### src/rtl/fma_nan_pkg.sv
package fma_nan_pkg;
  typedef enum logic [1:0] {
    POL_CFIRST = 2'd0,
    POL_SPLIT  = 2'd1,
    POL_AFIRST = 2'd2,
    POL_ABC    = 2'd3
  } policy_e;

  localparam logic [1:0] SEL_A  = 2'd0;
  localparam logic [1:0] SEL_B  = 2'd1;
  localparam logic [1:0] SEL_C  = 2'd2;
  localparam logic [1:0] SEL_DN = 2'd3;

  typedef struct packed {
    logic nan;
    logic snan;
    logic qnan;
  } nan_cls_t;
endpackage

### src/rtl/fma_nan_classify.sv
module fma_nan_classify
  import fma_nan_pkg::*;
#(
  parameter int EXP_W = 8,
  parameter int MAN_W = 23,
  localparam int W = 1 + EXP_W + MAN_W
) (
  input  logic [W-1:0] op_i,
  input  logic         snan_msb_i,
  output nan_cls_t     cls_o
);
  logic [EXP_W-1:0] exp_f;
  logic [MAN_W-1:0] man_f;
  logic             is_nan;

  assign exp_f  = op_i[W-2 -: EXP_W];
  assign man_f  = op_i[MAN_W-1:0];
  assign is_nan = (&exp_f) && (|man_f);

  always_comb begin
    cls_o.nan  = is_nan;
    cls_o.snan = is_nan && (man_f[MAN_W-1] == snan_msb_i);
    cls_o.qnan = is_nan && (man_f[MAN_W-1] != snan_msb_i);
  end
endmodule

### src/rtl/fma_nan_pick.sv
module fma_nan_pick
  import fma_nan_pkg::*;
(
  input  nan_cls_t   cls_a_i,
  input  nan_cls_t   cls_b_i,
  input  nan_cls_t   cls_c_i,
  input  logic       inf_zero_i,
  input  logic [1:0] policy_i,
  input  logic       snan_msb_i,
  output logic [1:0] sel_o,
  output logic       invalid_o
);
  logic any_nan, any_snan, iz_inv;
  policy_e pol;

  assign pol      = policy_e'(policy_i);
  assign any_nan  = cls_a_i.nan | cls_b_i.nan | cls_c_i.nan;
  assign any_snan = cls_a_i.snan | cls_b_i.snan | cls_c_i.snan;

  always_comb begin
    sel_o  = SEL_DN;
    iz_inv = 1'b0;
    if (any_nan) begin
      unique case (pol)
        POL_CFIRST: begin
          if (inf_zero_i && cls_c_i.qnan) begin
            sel_o  = SEL_DN;
            iz_inv = 1'b1;
          end
          else if (cls_c_i.snan) sel_o = SEL_C;
          else if (cls_a_i.snan) sel_o = SEL_A;
          else if (cls_b_i.snan) sel_o = SEL_B;
          else if (cls_c_i.qnan) sel_o = SEL_C;
          else if (cls_a_i.qnan) sel_o = SEL_A;
          else                   sel_o = SEL_B;
        end
        POL_SPLIT: begin
          if (snan_msb_i) begin
            if (inf_zero_i) begin
              sel_o  = SEL_DN;
              iz_inv = 1'b1;
            end
            else if (cls_a_i.snan) sel_o = SEL_A;
            else if (cls_b_i.snan) sel_o = SEL_B;
            else if (cls_c_i.snan) sel_o = SEL_C;
            else if (cls_a_i.qnan) sel_o = SEL_A;
            else if (cls_b_i.qnan) sel_o = SEL_B;
            else                   sel_o = SEL_C;
          end else begin
            if (inf_zero_i) begin
              sel_o  = SEL_C;
              iz_inv = 1'b1;
            end
            else if (cls_c_i.snan) sel_o = SEL_C;
            else if (cls_a_i.snan) sel_o = SEL_A;
            else if (cls_b_i.snan) sel_o = SEL_B;
            else if (cls_c_i.qnan) sel_o = SEL_C;
            else if (cls_a_i.qnan) sel_o = SEL_A;
            else                   sel_o = SEL_B;
          end
        end
        POL_AFIRST: begin
          if (inf_zero_i) begin
            sel_o  = SEL_C;
            iz_inv = 1'b1;
          end
          else if (cls_a_i.nan) sel_o = SEL_A;
          else if (cls_c_i.nan) sel_o = SEL_C;
          else                  sel_o = SEL_B;
        end
        default: begin
          if (cls_a_i.nan)      sel_o = SEL_A;
          else if (cls_b_i.nan) sel_o = SEL_B;
          else                  sel_o = SEL_C;
        end
      endcase
    end
  end

  assign invalid_o = any_snan | iz_inv;

  always_comb begin
    if (!any_nan) assert (sel_o == SEL_DN && !iz_inv);
  end
endmodule

### src/rtl/fma_nan_quiet.sv
module fma_nan_quiet
  import fma_nan_pkg::*;
#(
  parameter int EXP_W = 8,
  parameter int MAN_W = 23,
  localparam int W = 1 + EXP_W + MAN_W
) (
  input  logic [W-1:0] a_i,
  input  logic [W-1:0] b_i,
  input  logic [W-1:0] c_i,
  input  nan_cls_t     cls_a_i,
  input  nan_cls_t     cls_b_i,
  input  nan_cls_t     cls_c_i,
  input  logic [1:0]   sel_i,
  input  logic         snan_msb_i,
  input  logic         dn_mode_i,
  output logic [W-1:0] res_o,
  output logic [1:0]   sel_o
);
  logic [W-1:0] dflt_nan, pick;
  logic         pick_snan;

  always_comb begin
    dflt_nan = '0;
    dflt_nan[W-2 -: EXP_W] = '1;
    if (snan_msb_i) dflt_nan[MAN_W-2:0] = '1;
    else            dflt_nan[MAN_W-1]   = 1'b1;
  end

  always_comb begin
    unique case (sel_i)
      SEL_A:   begin pick = a_i; pick_snan = cls_a_i.snan; end
      SEL_B:   begin pick = b_i; pick_snan = cls_b_i.snan; end
      SEL_C:   begin pick = c_i; pick_snan = cls_c_i.snan; end
      default: begin pick = dflt_nan; pick_snan = 1'b0; end
    endcase
  end

  always_comb begin
    res_o = pick;
    sel_o = sel_i;
    if (pick_snan) begin
      if (snan_msb_i) res_o = dflt_nan;
      else            res_o[MAN_W-1] = 1'b1;
    end
    if (dn_mode_i) begin
      res_o = dflt_nan;
      sel_o = SEL_DN;
    end
  end
endmodule

### src/rtl/fma_nan_sel.sv
module fma_nan_sel
  import fma_nan_pkg::*;
#(
  parameter int EXP_W = 8,
  parameter int MAN_W = 23,
  localparam int W = 1 + EXP_W + MAN_W
) (
  input  logic         clk_i,
  input  logic         rst_ni,
  input  logic         in_valid_i,
  input  logic [W-1:0] a_i,
  input  logic [W-1:0] b_i,
  input  logic [W-1:0] c_i,
  input  logic         inf_zero_i,
  input  logic [1:0]   policy_i,
  input  logic         snan_msb_i,
  input  logic         dn_mode_i,
  output logic         valid_o,
  output logic [W-1:0] res_o,
  output logic [1:0]   sel_o,
  output logic         invalid_o
);
  nan_cls_t     cls [3];
  logic [W-1:0] ops [3];
  logic [1:0]   pick_sel, fin_sel;
  logic         pick_inv;
  logic [W-1:0] fin_res;
  logic         any_snan_w, any_nan_w;

  assign ops[0] = a_i;
  assign ops[1] = b_i;
  assign ops[2] = c_i;

  for (genvar g = 0; g < 3; g++) begin : g_cls
    fma_nan_classify #(.EXP_W(EXP_W), .MAN_W(MAN_W)) u_cls (
      .op_i       (ops[g]),
      .snan_msb_i (snan_msb_i),
      .cls_o      (cls[g])
    );
  end

  assign any_snan_w = cls[0].snan | cls[1].snan | cls[2].snan;
  assign any_nan_w  = cls[0].nan  | cls[1].nan  | cls[2].nan;

  fma_nan_pick u_pick (
    .cls_a_i    (cls[0]),
    .cls_b_i    (cls[1]),
    .cls_c_i    (cls[2]),
    .inf_zero_i (inf_zero_i),
    .policy_i   (policy_i),
    .snan_msb_i (snan_msb_i),
    .sel_o      (pick_sel),
    .invalid_o  (pick_inv)
  );

  fma_nan_quiet #(.EXP_W(EXP_W), .MAN_W(MAN_W)) u_quiet (
    .a_i        (a_i),
    .b_i        (b_i),
    .c_i        (c_i),
    .cls_a_i    (cls[0]),
    .cls_b_i    (cls[1]),
    .cls_c_i    (cls[2]),
    .sel_i      (pick_sel),
    .snan_msb_i (snan_msb_i),
    .dn_mode_i  (dn_mode_i),
    .res_o      (fin_res),
    .sel_o      (fin_sel)
  );

  always_ff @(posedge clk_i or negedge rst_ni) begin
    if (!rst_ni) begin
      valid_o   <= 1'b0;
      res_o     <= '0;
      sel_o     <= '0;
      invalid_o <= 1'b0;
    end else begin
      valid_o <= in_valid_i;
      if (in_valid_i) begin
        res_o     <= fin_res;
        sel_o     <= fin_sel;
        invalid_o <= pick_inv;
      end
    end
  end

  p_valid_follows_r2: assert property (@(posedge clk_i) disable iff (!rst_ni)
    valid_o == $past(in_valid_i));

  p_snan_invalid_r9: assert property (@(posedge clk_i) disable iff (!rst_ni)
    (in_valid_i && any_snan_w) |=> invalid_o);

  p_dn_mode_r11: assert property (@(posedge clk_i) disable iff (!rst_ni)
    (in_valid_i && dn_mode_i) |=> (sel_o == SEL_DN));

  p_no_nan_r12: assert property (@(posedge clk_i) disable iff (!rst_ni)
    (in_valid_i && !any_nan_w) |=> (sel_o == SEL_DN && !invalid_o));

  p_quiet_out_r10: assert property (@(posedge clk_i) disable iff (!rst_ni)
    (in_valid_i) |=> ((&res_o[W-2 -: EXP_W]) && (res_o[MAN_W-1] != $past(snan_msb_i))));
endmodule

### config.mk
export PLATFORM = sky130hd
export DESIGN_NAME = fma_nan_sel
export DESIGN_NICKNAME = d
export VERILOG_FILES = /design/src/rtl/fma_nan_pkg.sv /design/src/rtl/fma_nan_classify.sv /design/src/rtl/fma_nan_pick.sv /design/src/rtl/fma_nan_quiet.sv /design/src/rtl/fma_nan_sel.sv
export SDC_FILE = /design/constraint.sdc
export NUM_CORES = 1
export LEC_CHECK = 0
export ABC_AREA = 1
export CAP_MARGIN = 0
export CORE_ASPECT_RATIO = 1.4
export CORE_UTILIZATION = 30
export DETAILED_ROUTE_END_ITERATION = 8
export DONT_BUFFER_PORTS = 1
export PLACE_DENSITY = 0.46
export SYNTH_ARGS = -nofsm -noshare
export SYNTH_HDL_FRONTEND = slang
export SYNTH_SLANG_ARGS = --single-unit
### constraint.sdc
create_clock -name clk_i -period 0.9 [get_ports clk_i]
set_input_delay 0.09 -clock clk_i [delete_from_list [all_inputs] [get_ports clk_i]]
set_output_delay 0.09 -clock clk_i [all_outputs]
set_load 0.01 [all_outputs]
# Yosys cells after proc, flatten, opt, wreduce, memory -nomap -nowiden
# Cells that the tools add are included.
totals:
  reg_bits: 36
  input_bits: 104
  out_inout_bits: 36
  word_cells: 73
classes:
  n_eq_ne: 10
  muxes: 35
  n_bitwise: 5
  reduce_logical: 19
ops:
  columns: ["operator", "count"]
  rows:
  - ["one-hot mux 32 bit (3 select lines)", 1]
  - ["OR reduction 23 bit", 3]
  - ["two-way mux 32 bit", 2]
  - ["two-way mux 22 bit", 2]
  - ["two-way mux 2 bit", 20]
  - ["AND reduction 8 bit", 3]
  - ["logical AND 1 bit", 10]
  - ["two-way mux 9 bit", 1]
  - ["two-way mux 1 bit", 6]
  - ["one-hot mux 2 bit (3 select lines)", 1]
  - ["OR 1 bit", 5]
  - ["equality test 2 x 1 -> 1 bit, second input constant", 2]
  - ["equality test 2 bit, second input constant", 2]
  - ["zero test 2 bit", 2]
  - ["equality test 1 bit", 3]
  - ["!= test 1 bit", 3]
  - ["one-hot mux 1 bit (3 select lines)", 1]
  - ["one-hot mux 1 bit (2 select lines)", 1]
  - ["OR reduction 2 bit", 1]

# Longest topological paths before layout
depth:
  depth_word: 17
  depth_mapped: 22
  ltp_nobuf: 21

# Modules after synthesis
# A second synthesis with hierarchy kept.
hier_totals:
  hier_cells: 519
  area_unflattened_um2: 3190.6
modules_own_cells:
  columns: ["mod", "n_inst", "cells_each", "area_each_um2", "seq_area_each_um2"]
  rows:
  - ["fma_nan_sel", 1, 149, 1407.6, 900.9]
  - ["fma_nan_quiet", 1, 213, 1054.8, 0.0]
  - ["fma_nan_classify", 3, 32, 140.1, 0.0]
  - ["fma_nan_pick", 1, 61, 307.8, 0.0]

# Worst setup path before layout
# Ideal clock, no wire load.
synth_path:
  path_type: "input port to flip-flop"
  startpoint: "input snan_msb_i"
  endpoint: "register res_o[22]"
  setup_time_ns: 0.118
  arrival_ns: 1.710
  required_time_ns: 0.782
  slack_ns: -0.928
  cell_stages: 18
  n_path_buf: 2
  cell_sequence: "buf_6 > xnor2_1 > nand3_2 > nand2_1 > clkinv_1 > nand2_1 > nand2_1 > nand3_1 > nand2_2 > nand2_2 > nand2_4 > nor2_4 > nand2_2 > nand4_2 > nand2_4 > buf_6 > nand3_1 > nand2_1"
synth_via:
  elab_chain_len: 15
  elab_cells_between_ends: 38
  classes_between: "eq/ne: 8; mux: 22; reduce/logical: 8"
synth_rtl:
  columns: ["item", "line", "rtl"]
  rows:
  - ["start, declared", "fma_nan_sel.sv:16", "input logic snan_msb_i,"]
  - ["!= test 1 bit", "fma_nan_classify.sv:23", "cls_o.qnan = is_nan && (man_f[MAN_W-1] != snan_msb_i);"]
  - ["logical AND 1 bit", "fma_nan_classify.sv:23", null]
  - ["two-way mux 1 bit / two-way mux 2 bit (equally long branches)", "fma_nan_pick.sv:34, fma_nan_pick.sv:58, fma_nan_pick.sv:47", null]
  - ["two-way mux 2 bit (on tied branches)", "fma_nan_pick.sv:33, fma_nan_pick.sv:46", null]
  - ["two-way mux 2 bit (on tied branches)", "fma_nan_pick.sv:56, fma_nan_pick.sv:45", null]
  - ["two-way mux 2 bit (on tied branches)", "fma_nan_pick.sv:31, fma_nan_pick.sv:44", null]
  - ["two-way mux 2 bit (on tied branches)", "fma_nan_pick.sv:54, fma_nan_pick.sv:43", null]
  - ["two-way mux 2 bit (on tied branches)", "fma_nan_pick.sv:50, fma_nan_pick.sv:39", null]
  - ["two-way mux 2 bit", "fma_nan_pick.sv:38", "if (snan_msb_i) begin"]
  - ["one-hot mux 2 bit (3 select lines)", "fma_nan_pick.sv:24", "unique case (pol)"]
  - ["two-way mux 2 bit", "fma_nan_pick.sv:23", "if (any_nan) begin"]
  - ["equality test 2 bit, or another cell as far along", "fma_nan_quiet.sv:31", "unique case (sel_i)"]
  - ["one-hot mux 32 bit (3 select lines) / one-hot mux 1 bit (3 select lines) (equally long branches)", "fma_nan_quiet.sv:31", null]
  - ["two-way mux 32 bit", "fma_nan_quiet.sv:42", "if (pick_snan) begin"]
  - ["two-way mux 32 bit (*)", "fma_nan_quiet.sv:46", "if (dn_mode_i) begin"]
  - ["end signal, assigned", "fma_nan_sel.sv:79", "res_o <= fin_res;"]
  - ["end, declared", "fma_nan_sel.sv:19", "output logic [W-1:0] res_o,"]
# Every way passes the cells marked *; elsewhere a longest branch is shown, timed or not.
# A chain may end at the register's enable or synchronous reset.

# Worst setup path after layout
layout_path:
  startpoint: "input b_i[6]"
  endpoint: "register res_o[12]"
layout_via:
  elab_chain_len: 17
  elab_cells_between_ends: 30
  classes_between: "eq/ne: 2; mux: 21; bitwise: 2; reduce/logical: 5"
layout_rtl:
  columns: ["item", "line", "rtl"]
  rows:
  - ["start, declared", "fma_nan_sel.sv:12", "input logic [W-1:0] b_i,"]
  - ["OR reduction 23 bit (*)", "fma_nan_classify.sv:18", "assign is_nan = (&exp_f) && (|man_f);"]
  - ["logical AND 1 bit (*)", "fma_nan_classify.sv:18", null]
  - ["logical AND 1 bit", "fma_nan_classify.sv:23", null]
  - ["two-way mux 2 bit", "fma_nan_pick.sv:47", "else if (cls_b_i.qnan) sel_o = SEL_B;"]
  - ["two-way mux 2 bit", "fma_nan_pick.sv:46", "else if (cls_a_i.qnan) sel_o = SEL_A;"]
  - ["two-way mux 2 bit", "fma_nan_pick.sv:45", "else if (cls_c_i.snan) sel_o = SEL_C;"]
  - ["two-way mux 2 bit", "fma_nan_pick.sv:44", "else if (cls_b_i.snan) sel_o = SEL_B;"]
  - ["two-way mux 2 bit", "fma_nan_pick.sv:43", "else if (cls_a_i.snan) sel_o = SEL_A;"]
  - ["two-way mux 2 bit", "fma_nan_pick.sv:39", "if (inf_zero_i) begin"]
  - ["two-way mux 2 bit", "fma_nan_pick.sv:38", null]
  - ["one-hot mux 2 bit (3 select lines)", "fma_nan_pick.sv:24", null]
  - ["two-way mux 2 bit", "fma_nan_pick.sv:23", null]
  - ["equality test 2 bit, or another cell as far along", "fma_nan_quiet.sv:31", null]
  - ["one-hot mux 32 bit (3 select lines)", "fma_nan_quiet.sv:31", null]
  - ["two-way mux 22 bit", "fma_nan_quiet.sv:43", "if (snan_msb_i) res_o = dflt_nan;"]
  - ["two-way mux 32 bit (*)", "fma_nan_quiet.sv:42", null]
  - ["two-way mux 32 bit (*)", "fma_nan_quiet.sv:46", null]
# Marked as above.

==> impl_metrics.yaml <==
sta:
  setup_slack_ns: -0.979
  rsz0062_at_grt: "true"
  drv_slew: 0
  setup-tns-final_ns: -30.73
  finClkSkew_ns: 0
  fin_crit_sh: 2.09
  hold_ws_ns: -0.501
  finalCriticalPeriod_ns: 1.88
  hold_violations: 50
  setup_violations: 35
  worst_pin_slew_ns: 0.288
  fmax_mhz: 532
  slew_headroom: 0.808
grt:
  grt_pass1_vias: 3542
  grt_usage: 0.215
  antenna_found_initial: 0
  grt_pass1_wl_um: 17100
  grt_max_degree: 37
  globalRouteOverflowTotal: 0
placement:
  io_buffers: 0
  gp_congestion: 0.860
  hpwl_um: 8090
flow_run:
  drv_cap: 0
drt:
  ant_nets: 0
  drc: 0
  wl_per_cell_um: 16.4
  totalWireLength_um: 11400
  viasPerCell: 4.96
  drt_iter0_drc: 95
  drt_pre_antenna_iters: 4
  dr_total_vias: 3447
floorplan:
  core_mm2: 0.00956
  die_h_um: 120
  fp.dieW_um: 86.5
  die_area_mm2: 0.0104
  rows: 42
  initial_core_util: 0.313
  ios: 140
cts:
  cts_root_buffer: "clkbuf_16"
  ctsHoldBuffers: 3
  cts_tree: "yes"
  cts_buffers: 5
  cts_sinks: 36
  htreeDepth: 2
  cts_max_path_buffers: 2
  clk_latency_ns: 0.28
  cts.reportedPaths.clkPinSlew_ns: 0.06
power:
  power.total_mw: 4.75
  leakage_nw: 2.17
  ir_drop_mv: 0.837
  cellPowerDensity_mw_per_mm2: 999
layout:
  num_antenna_cells: 0
  multi_input_area_mm2: 0.00269
  regArea_um2: 901
  drive_gt1_frac: 0.472
  fin_nets: 670
  syn_to_final_growth_pct: 58.8
  fill_cells: 988
run_status:
  status: "finished with violations"
  violations: "negative hold slack, negative setup slack"
yosys:
  synth_top_area_share: 0.301
  synth.net_count: 610
  avgSynthCellArea_um2: 5.97
  syn_area_mm2: 0.00300
  yosys-top-cells-area: "dfrtp_1 30%, nand2_1 28%, nor2_1 9.9%"
  synthCells: 502
  synth_edf_count: 0
  synth_seq_area_share: 0.301
  synth_ff_type: "dfrtp_1"
  ys_async_sr_fraction: 1.00
  ys_warn_count: 0
  synthDistinctLibCells: 30
  synthTopCellsByCount: "220 x nand2_1, 79 x nor2_1, 49 x nand3_1"
  synth_most_common_cell: "nand2_1"
  yosys_register_bits: 36
  yosysTopAreaCell: "dfrtp_1"
setup_path:
  crit_slowest_cell: "nand4_4"
  critical-path-max-stage-delay_ns: 0.22
  crit_chain: "nor2_2 -> nand2_2 -> nor2_4 -> nand3_4 -> nand2_4 -> nor2_4 -> nand2_1 -> nand2_1 -> nor2_1 -> nor2_1 -> nand2_1 -> nand2_4 -> nand2_4 -> nand2_4 -> buf_6 -> nand3_4 -> nand4_4 -> nand2_4 -> nand2_1 -> nand2_1 -> nand2_1"
  cp-end-kind: "register"
  cp.required_ns: 1.07
  crit_top_cell: "nand2_1"
  cp.arrival_ns: 2.05
  cp_max_fo: 6
  worstSetupPathType: "input pin to register"
  cp_top_family: "simple AND/OR/NAND/NOR gates"
  crit_buf_inv: 1
  startpoint_type: "input pin"
worst_hold_path:
  hold_path.class: "input pin to async pin"
==> cell families (layout without fill, tap and decap cells) <==
kind of cell / Yosys count / after routing / synth area share
xor gates and xnor gates: 3 / 3 / 0.0113
and+or+nand+nor: 378 / 381 / 0.534
AOI/OAI and AO/OA: 23 / 23 / 0.0493
buffers and inverters: 58 / 116 / 0.0885
adders and majority gates: 4 / 4 / 0.0167
DFF: 36 / 36 / 0.300
==> power by group <==
group / internal (mW) / switching [mW]
logic: 0.387 / 0.448
registers: 1.74 / 0.146
clock network: 1.30 / 0.729
total: 3.43 / 1.32
==> flip-flops by register name (all words and copies together), names as in the netlist <==
register,flops
sel_o,2
invalid_o,1
res_o,32
valid_o,1
==> layer usage <==
| metal | vias to the layer above | share of wire | track usage |
|---|---|---|---|
| met2 | 111 | 0.55 | 0.422 |
| met4 | 0 | 0.019 | 0.0521 |
| met5 | - | 0 | 0 |
| li1 | 1695 | - | - |
| met3 | 15 | 0.060 | 0.0457 |
| met1 | 1626 | 0.37 | 0.227 |
==> final timing paths <==
check | from | to | slack (ns) | cells after the start
max reg2reg | res_o[25] | res_o[25] | 0.13 | 2
max | b_i[6] | res_o[12] | -0.98 | 21
min | rst_ni | res_o[24] | -0.50 | 0
max in group asynchronous | rst_ni | res_o[22] | 1.31 | 0
min reg2reg | res_o[22] | res_o[22] | 0.53 | 2
min in group clk_i | in_valid_i | valid_o | -0.17 | 0
==> metrics by stage <==
| stage | utilization | cells | setup WS (ns) | hold slack (ns) | area (um2) |
|---|---|---|---|---|---|
| 6_report | 0.498 | 695 | -0.979 | -0.501 | 4760 |
| 5_1_grt | 0.498 | 695 | -1.14 | -0.509 | 4760 |
| 4_1_cts | 0.440 | 689 | -1.00 | -0.506 | 4200 |
| 3_5_place_dp | 0.367 | 661 | -1.44 | -0.205 | 3510 |
| 3_3_place_gp | 0.367 | 661 | -1.41 | -0.205 | 3510 |
| 2_1_floorplan | - | 502 | -0.906 | -0.206 | 3050 |
==> timing repair <==
| item | in CTS | in global routing |
|---|---|---|
| resized for setup | 94 | 135 |
| hold endpoints to repair | 51 | 48 |
| buffers inserted | 14 | 6 |
| pin swaps | 42 | 70 |
| endpoints found under the setup margin | 40 | 39 |
| gates cloned | 3 | 2 |
==> cells in the final DEF (no fill, tap or decap), types with 17 or more instances in the layout <==
cell type / count
nor2_1: 28
buf_4: 40
dfrtp_1: 36
nand2_2: 54
nand2_1: 162
nand3_1: 17
buf_6: 18
nor2_2: 22
nor2_4: 34
inv_1: 25
nand3_2: 29
==> layout make-up <==
cell class / count / share of cell area
clock inverters: 3 / 0.00894
flip-flops and latches: 36 / 0.189
well taps: 132 / 0.0347
inverters: 39 / 0.0313
multi-input cells: 411 / 0.564
clock buffers: 5 / 0.0263
repair buffers: 69 / 0.146
==> worst reg2reg max path: stages, from the launching register on <==
cell and delay [ns]:
dfrtp_1 0.42, nor2_1 0.19, a31oi_4 0.04
No activity file was read; power rests on OpenSTA's default activity.
